### config.mk
export PLATFORM = sky130hd
export DESIGN_NAME = selfprog_ctrl
export DESIGN_NICKNAME = d
export VERILOG_FILES = /design/src/rtl/selfprog_pkg.sv /design/src/rtl/selfprog_dp.sv /design/src/rtl/selfprog_ctl.sv /design/src/rtl/selfprog_ctrl.sv
export SDC_FILE = /design/constraint.sdc
export NUM_CORES = 1
export LEC_CHECK = 0
export BUFFER_PORTS_ARGS = -buffer_cell sky130_fd_sc_hd__buf_2
export CORE_ASPECT_RATIO = 1.25
export CORE_UTILIZATION = 40
export CTS_CLUSTER_DIAMETER = 60
export CTS_CLUSTER_SIZE = 25
export DETAILED_ROUTE_END_ITERATION = 16
export GPL_TIMING_DRIVEN = 0
export HOLD_SLACK_MARGIN = 0.15
export PLACE_DENSITY = 0.71
export SETUP_SLACK_MARGIN = 0.5
export SYNTH_ARGS = -nofsm -noshare
export SYNTH_HDL_FRONTEND = slang
export SYNTH_SLANG_ARGS = --single-unit
### constraint.sdc
create_clock -name clk -period 1.5 [get_ports clk]
set_input_delay 0.15 -clock clk [delete_from_list [all_inputs] [get_ports clk]]
set_output_delay 0.15 -clock clk [all_outputs]
set_load 0.02 [all_outputs]
### src/rtl/selfprog_pkg.sv
package selfprog_pkg;

  typedef enum logic [4:0] {
    PAT_RWW  = 5'b10001,
    PAT_LOCK = 5'b01001,
    PAT_PGWR = 5'b00101,
    PAT_PGER = 5'b00011,
    PAT_FILL = 5'b00001
  } cmdPat_e;

  typedef struct packed {
    logic clearArm;
    logic setBusy;
    logic clearBusy;
  } ctlStrobe_t;

  function automatic logic isLegal(input logic [4:0] pat);
    logic ok;
    case (pat)
      PAT_RWW, PAT_LOCK, PAT_PGWR, PAT_PGER, PAT_FILL: ok = 1'b1;
      default: ok = 1'b0;
    endcase
    return ok;
  endfunction

endpackage

### src/rtl/selfprog_dp.sv
module selfprog_dp
  import selfprog_pkg::*;
#(
  parameter int ADDR_W    = 8,
  parameter int IO_OFFSET = 'h37,
  parameter int DATA_BIAS = 'h20
) (
  input  logic              clk,
  input  logic              rstN,
  input  logic [ADDR_W-1:0] busAddr,
  input  logic              busIsData,
  input  logic              ioWrEn,
  input  logic [7:0]        ioWrData,
  input  ctlStrobe_t        ctl,
  output logic [7:0]        ioRdData,
  output logic [4:0]        cmdBits,
  output logic              rwwBusyBit,
  output logic              armWrite,
  output logic              irqReq
);

  localparam logic [ADDR_W-1:0] IO_ADDR   = ADDR_W'(IO_OFFSET);
  localparam logic [ADDR_W-1:0] DATA_ADDR = ADDR_W'(IO_OFFSET + DATA_BIAS);

  logic regHit;
  logic wrHit;
  logic irqEnBit;

  assign regHit   = busIsData ? (busAddr == DATA_ADDR) : (busAddr == IO_ADDR);
  assign wrHit    = ioWrEn && regHit;
  assign armWrite = wrHit && isLegal(ioWrData[4:0]);

  always_ff @(posedge clk) begin
    if (!rstN) begin
      irqEnBit   <= 1'b0;
      cmdBits    <= '0;
      rwwBusyBit <= 1'b0;
    end else begin
      if (wrHit) irqEnBit <= ioWrData[7];
      if (armWrite)          cmdBits <= ioWrData[4:0];
      else if (ctl.clearArm) cmdBits <= '0;
      if (ctl.setBusy)        rwwBusyBit <= 1'b1;
      else if (ctl.clearBusy) rwwBusyBit <= 1'b0;
    end
  end

  assign ioRdData = regHit ? {irqEnBit, rwwBusyBit, 1'b0, cmdBits} : 8'h00;
  assign irqReq   = irqEnBit && !cmdBits[0];

endmodule

### src/rtl/selfprog_ctl.sv
module selfprog_ctl
  import selfprog_pkg::*;
#(
  parameter int STORE_WIN = 4,
  parameter int LOAD_WIN  = 3
) (
  input  logic       clk,
  input  logic       rstN,
  input  logic       armWrite,
  input  logic [4:0] cmdBits,
  input  logic       storeStrobe,
  input  logic       loadStrobe,
  input  logic       zBit0,
  input  logic [7:0] lockData,
  input  logic       flashBusy,
  output ctlStrobe_t ctl,
  output logic [4:0] cmdPulse,
  output logic [7:0] lockSetData,
  output logic       lockFuseRdPulse,
  output logic       lockFuseSel
);

  localparam int CNT_W    = $clog2(STORE_WIN + 1);
  localparam int LOAD_MIN = STORE_WIN - LOAD_WIN;
  localparam int NUM_CMD  = 5;
  // pulse index: 0 fill, 1 erase, 2 write, 3 lock, 4 re-enable
  localparam logic [4:0] PAT_TABLE [NUM_CMD] = '{PAT_FILL, PAT_PGER, PAT_PGWR, PAT_LOCK, PAT_RWW};

  logic [CNT_W-1:0]   winCnt;
  logic               live;
  logic               fireStore;
  logic               fireLoad;
  logic [NUM_CMD-1:0] hitVec;

  assign live      = cmdBits[0] && !armWrite;
  assign fireStore = live && storeStrobe;
  assign fireLoad  = live && loadStrobe && (cmdBits == PAT_LOCK) &&
                     (winCnt > CNT_W'(LOAD_MIN));

  for (genvar g = 0; g < NUM_CMD; g++) begin : g_decode
    assign hitVec[g] = fireStore && (cmdBits == PAT_TABLE[g]);
  end

  assign ctl.clearArm  = live && (storeStrobe || (winCnt <= CNT_W'(1)));
  assign ctl.setBusy   = hitVec[1] || hitVec[2];
  assign ctl.clearBusy = hitVec[4] && !flashBusy;

  always_ff @(posedge clk) begin
    if (!rstN) begin
      winCnt          <= '0;
      cmdPulse        <= '0;
      lockSetData     <= '0;
      lockFuseRdPulse <= 1'b0;
      lockFuseSel     <= 1'b0;
    end else begin
      if (armWrite)                      winCnt <= CNT_W'(STORE_WIN);
      else if (live && winCnt != '0)     winCnt <= winCnt - CNT_W'(1);
      cmdPulse        <= hitVec;
      lockFuseRdPulse <= fireLoad;
      if (hitVec[3]) lockSetData <= lockData;
      if (fireLoad)  lockFuseSel <= zBit0;
    end
  end

endmodule

### src/rtl/selfprog_ctrl.sv
module selfprog_ctrl
  import selfprog_pkg::*;
#(
  parameter int ADDR_W    = 8,
  parameter int IO_OFFSET = 'h37,
  parameter int DATA_BIAS = 'h20,
  parameter int STORE_WIN = 4,
  parameter int LOAD_WIN  = 3
) (
  input  logic              clk,
  input  logic              rstN,
  input  logic [ADDR_W-1:0] busAddr,
  input  logic              busIsData,
  input  logic              ioWrEn,
  input  logic [7:0]        ioWrData,
  output logic [7:0]        ioRdData,
  input  logic              storeStrobe,
  input  logic              loadStrobe,
  input  logic              zBit0,
  input  logic [7:0]        lockData,
  input  logic              flashBusy,
  output logic              pageErasePulse,
  output logic              pageWritePulse,
  output logic              bufFillPulse,
  output logic              lockSetPulse,
  output logic [7:0]        lockSetData,
  output logic              rwwEnablePulse,
  output logic              lockFuseRdPulse,
  output logic              lockFuseSel,
  output logic              irqReq
);

  ctlStrobe_t ctl;
  logic [4:0] cmdBits;
  logic [4:0] cmdPulse;
  logic       rwwBusyBit;
  logic       armWrite;

  selfprog_dp #(
    .ADDR_W(ADDR_W), .IO_OFFSET(IO_OFFSET), .DATA_BIAS(DATA_BIAS)
  ) u_dp (
    .clk(clk), .rstN(rstN), .busAddr(busAddr), .busIsData(busIsData),
    .ioWrEn(ioWrEn), .ioWrData(ioWrData), .ctl(ctl), .ioRdData(ioRdData),
    .cmdBits(cmdBits), .rwwBusyBit(rwwBusyBit), .armWrite(armWrite),
    .irqReq(irqReq)
  );

  selfprog_ctl #(
    .STORE_WIN(STORE_WIN), .LOAD_WIN(LOAD_WIN)
  ) u_ctl (
    .clk(clk), .rstN(rstN), .armWrite(armWrite), .cmdBits(cmdBits),
    .storeStrobe(storeStrobe), .loadStrobe(loadStrobe), .zBit0(zBit0),
    .lockData(lockData), .flashBusy(flashBusy), .ctl(ctl),
    .cmdPulse(cmdPulse), .lockSetData(lockSetData),
    .lockFuseRdPulse(lockFuseRdPulse), .lockFuseSel(lockFuseSel)
  );

  assign bufFillPulse   = cmdPulse[0];
  assign pageErasePulse = cmdPulse[1];
  assign pageWritePulse = cmdPulse[2];
  assign lockSetPulse   = cmdPulse[3];
  assign rwwEnablePulse = cmdPulse[4];

endmodule

==> summary.txt <==
Outcome - finished clean
Clock Latency Late Sink - 0.34 ns
Cell count after placement - 228
Crit end category - register
Die X - 52.60 µm
Fin crit period - 1.436 ns
Initial detailed-routing violation count - 37
Commonest non-fill, non-tap cell in the layout - buf_6
Net switching power - 0.3201 mW
Worst Hold Path EP - u_ctl.winCnt[1]$_SDFFE_PP0P_
Residual DRC - 0
I/O Buffers - 52
Largest net degree at the start of global routing - 16
DR pass1 iterations - 4
Design Area, Final - 2469 µm²
Fraction of layout cells with a size suffix above 1 - 63.64%
CTS Buf Count - 3
Initial antenna violation count - 0
Total power - 1.162 mW
Post-synth net total - 175
Worst setup SP type - register
Vias per inst - 5.644
HP Class - in -> reg
Gr usage total - 28.72%
Worst setup path class - reg -> reg
Syn Inst Count - 140
Die Area - 3432 µm²
Syn avg cell area - 9.143 µm²
Clk slew on worst S/H paths - 0.16 ns
Post-synthesis sequential area ratio - 39.10%
Clk pwr share - 28.5%
Maximum operating frequency - 696.4 MHz
Largest area contributor in the netlist - dfxtp_1
Area share of the largest cell type after synthesis - 39.10%
Commonest cells after routing, fill and taps aside - 30 x buf_6, 28 x buf_2, 23 x buf_4
Post-route insts no fill - 278
Reg-to-reg critical path endpoint - u_ctl.winCnt[2]$_SDFFE_PN0P_
Post-DRT Antenna Nets - 0
HPWL after DPL - 2480 µm
Fillers - 164
Reg2reg start - u_ctl.winCnt[1]$_SDFFE_PP0P_
Die height - 65.25 µm
Yosys reg bits - 25
Logic pwr share - 15.3%
VDD IR max - 0.0006931 V
Max cap viols - 0
Worst Path Required - 1.71 ns
Slew HR - 57.47%
CTS tree - done
DR vias - 1,569
Crit-path max FO - 3
Measured slew at the worst slew-check pin - 0.6380 ns
Fin crit share - 95.73%
Worst clock skew - 0.01847 ns
Total gr overflow - 0
CTS sink cnt - 25
Yosys warns - 0
Seq pwr share - 56.2%
Initial Util - 42.66%
Yosys cell types - 39
CTS Buffer Depth - 2
I/O pins - 56
HP Start - rstN
Post-CTS Hold Buffers - 15
Area contributors post-synth - dfxtp_1 39%, mux2i_1 7.0%, nand2_1 6.7%
Placed cell area - 1709 µm²
Nets - 278
Final GP Congestion - 0.8930
RSZ-0062 raised after global routing - true
Fin. Hold Viols - 0
Reg2reg setup slack - 0.06 ns
Slew Viols, Final - 0
Cell Int Power - 0.8420 mW
Endpoints failing setup - 0
Wire length per cell - 18.33 µm
Core footprint - 3000 µm²
# H-tree levels - 1
First-pass GRT wire length - 7093 µm
Leak pwr - 1.011 nW
Area added between synthesis and finish - 92.86%
WP data arrival - 1.65 ns
Worst hold path depth - 3
Number of diodes - 0
Post-Syn Area - 1280 µm²
Root cell of the clock tree - clkbuf_4
Power per cell area - 470.8 nW/µm²
Rows - 22
Sw Ratio - 27.55%
Vias in the first global route - 1,565
R2R cell count - 8
Post-Route WL - 5095 µm
==> power groups by stage <==
stage / logic [mW] / clock network, mW / registers (mW)
final: 0.178 / 0.331 / 0.653
after global routing: 0.188 / 0.362 / 0.653
after global placement: 0.111 / 0 / 0.677
after CTS: 0.164 / 0.337 / 0.655
after detailed placement: 0.117 / 0 / 0.677
after floorplan: 0.0595 / 0 / 0.677
==> what timing repair did <==
action,in CTS,in global routing
buffers inserted,18,12
pin swaps,25,8
endpoints found under the hold margin,16,2
resized for setup,53,42
cloned,1,0
endpoints found under the setup margin,42,48
==> cells in the mapped netlist, drive strengths merged <==
cell     number
nand3         6
nor3          6
dfxtp        25
o21ai         2
nand2b        1
a2111oi       1
nand2        23
ha            3
and4bb        1
maj3          1
o211ai        2
and3          1
nor2          2
or3           1
inv           7
a21bo         1
o22ai         1
nor4b         1
o2111a        1
and3b         1
conb          1
xnor2         1
a21oi        10
nor2b         5
mux2i         9
o211a         2
o21a          1
buf           1
o221ai        4
clkbuf        3
nor4          1
nor3b         1
and2          9
o21ba         2
o2111ai       3
==> per-layer routing <==
| layer | GRT usage (%) | wire length [µm] | vias to the layer above |
|---|---|---|---|
| li1 | - | - | 706 |
| met1 | 27.07 | 1844 | 746 |
| met2 | 55.06 | 2698 | 85 |
| met3 | 4.398 | 226 | 32 |
| met4 | 17.43 | 325 | 0 |
| met5 | 0 | 0 | - |
==> cells by family (layout without fill, tap and decap cells) <==
logic type / after synthesis / after routing / share of synthesized area, %
compound gates: 30 / 31 / 19.16
other cells: 1 / 1 / 0.2930
mux: 9 / 9 / 7.038
flops: 25 / 25 / 39.10
simple gates: 59 / 59 / 26.39
fa+ha+maj: 4 / 4 / 3.813
xor+xnor: 1 / 1 / 0.6844
buf+inv: 11 / 112 / 3.520
==> stage by stage <==
stage	TNS (ns)	util (%)	hold slack [ns]	setup WS [ns]
5_1_grt	-0.01900	82.28	0.08767	-0.01900
4_1_cts	0	74.60	0.07318	0.1153
3_3_place_gp	0	56.96	0.3973	0.06558
2_1_floorplan	0	-	0.2881	0.1920
3_5_place_dp	-0.001140	56.96	0.4049	-0.001140
6_report	0	82.28	0.1009	0.06403
==> worst max path at each step <==
stage,startpoint,end,cells after the start
floorplan,u_dp.cmdBits[2]$_SDFFE_PN0P_,u_ctl.lockSetData[0]$_SDFFE_PN0P_,4
global placement,busAddr[6],u_ctl.lockSetData[4]$_SDFFE_PN0P_,5
detailed placement,busAddr[6],u_ctl.lockSetData[4]$_SDFFE_PN0P_,5
CTS,u_dp.cmdBits[1]$_SDFFE_PN0P_,u_ctl.lockSetData[4]$_SDFFE_PN0P_,5
global route,u_ctl.winCnt[1]$_SDFFE_PP0P_,u_ctl.winCnt[2]$_SDFFE_PN0P_,8
finish,u_ctl.winCnt[1]$_SDFFE_PP0P_,u_ctl.winCnt[2]$_SDFFE_PN0P_,8
==> final cells by class <==
cell class / count / area (µm²) / area share, %
sequential: 25 / 540.5 / 21.90
clock inverter: 1 / 7.507 / 0.3041
multi-input combinational: 105 / 965.9 / 39.13
clock buffer: 3 / 22.52 / 0.9123
tap: 36 / 45.04 / 1.825
timing repair buffer: 97 / 833.3 / 33.76
inverter: 7 / 35.03 / 1.419
buffer: 4 / 18.77 / 0.7603
==> sequential cells by signal, summed over array words and instances, names as in the netlist <==
register,flops
u_ctl.lockFuseSel,1
u_ctl.winCnt,3
u_ctl.lockSetData,8
u_dp.rwwBusyBit,1
u_dp.cmdBits,5
u_ctl.lockFuseRdPulse,1
u_ctl.cmdPulse,5
u_dp.irqEnBit,1
==> critical path, stage by stage (launching register included) <==
cell and delay [ns]:
dfxtp_2 0.39, inv_4 0.05, buf_4 0.12, buf_4 0.13, ha_2 0.15, nand2_1 0.10, nor3_1 0.07, a21oi_1 0.18
a21oi_1 0.12
Note: power is estimated with default switching activity, not from simulation.
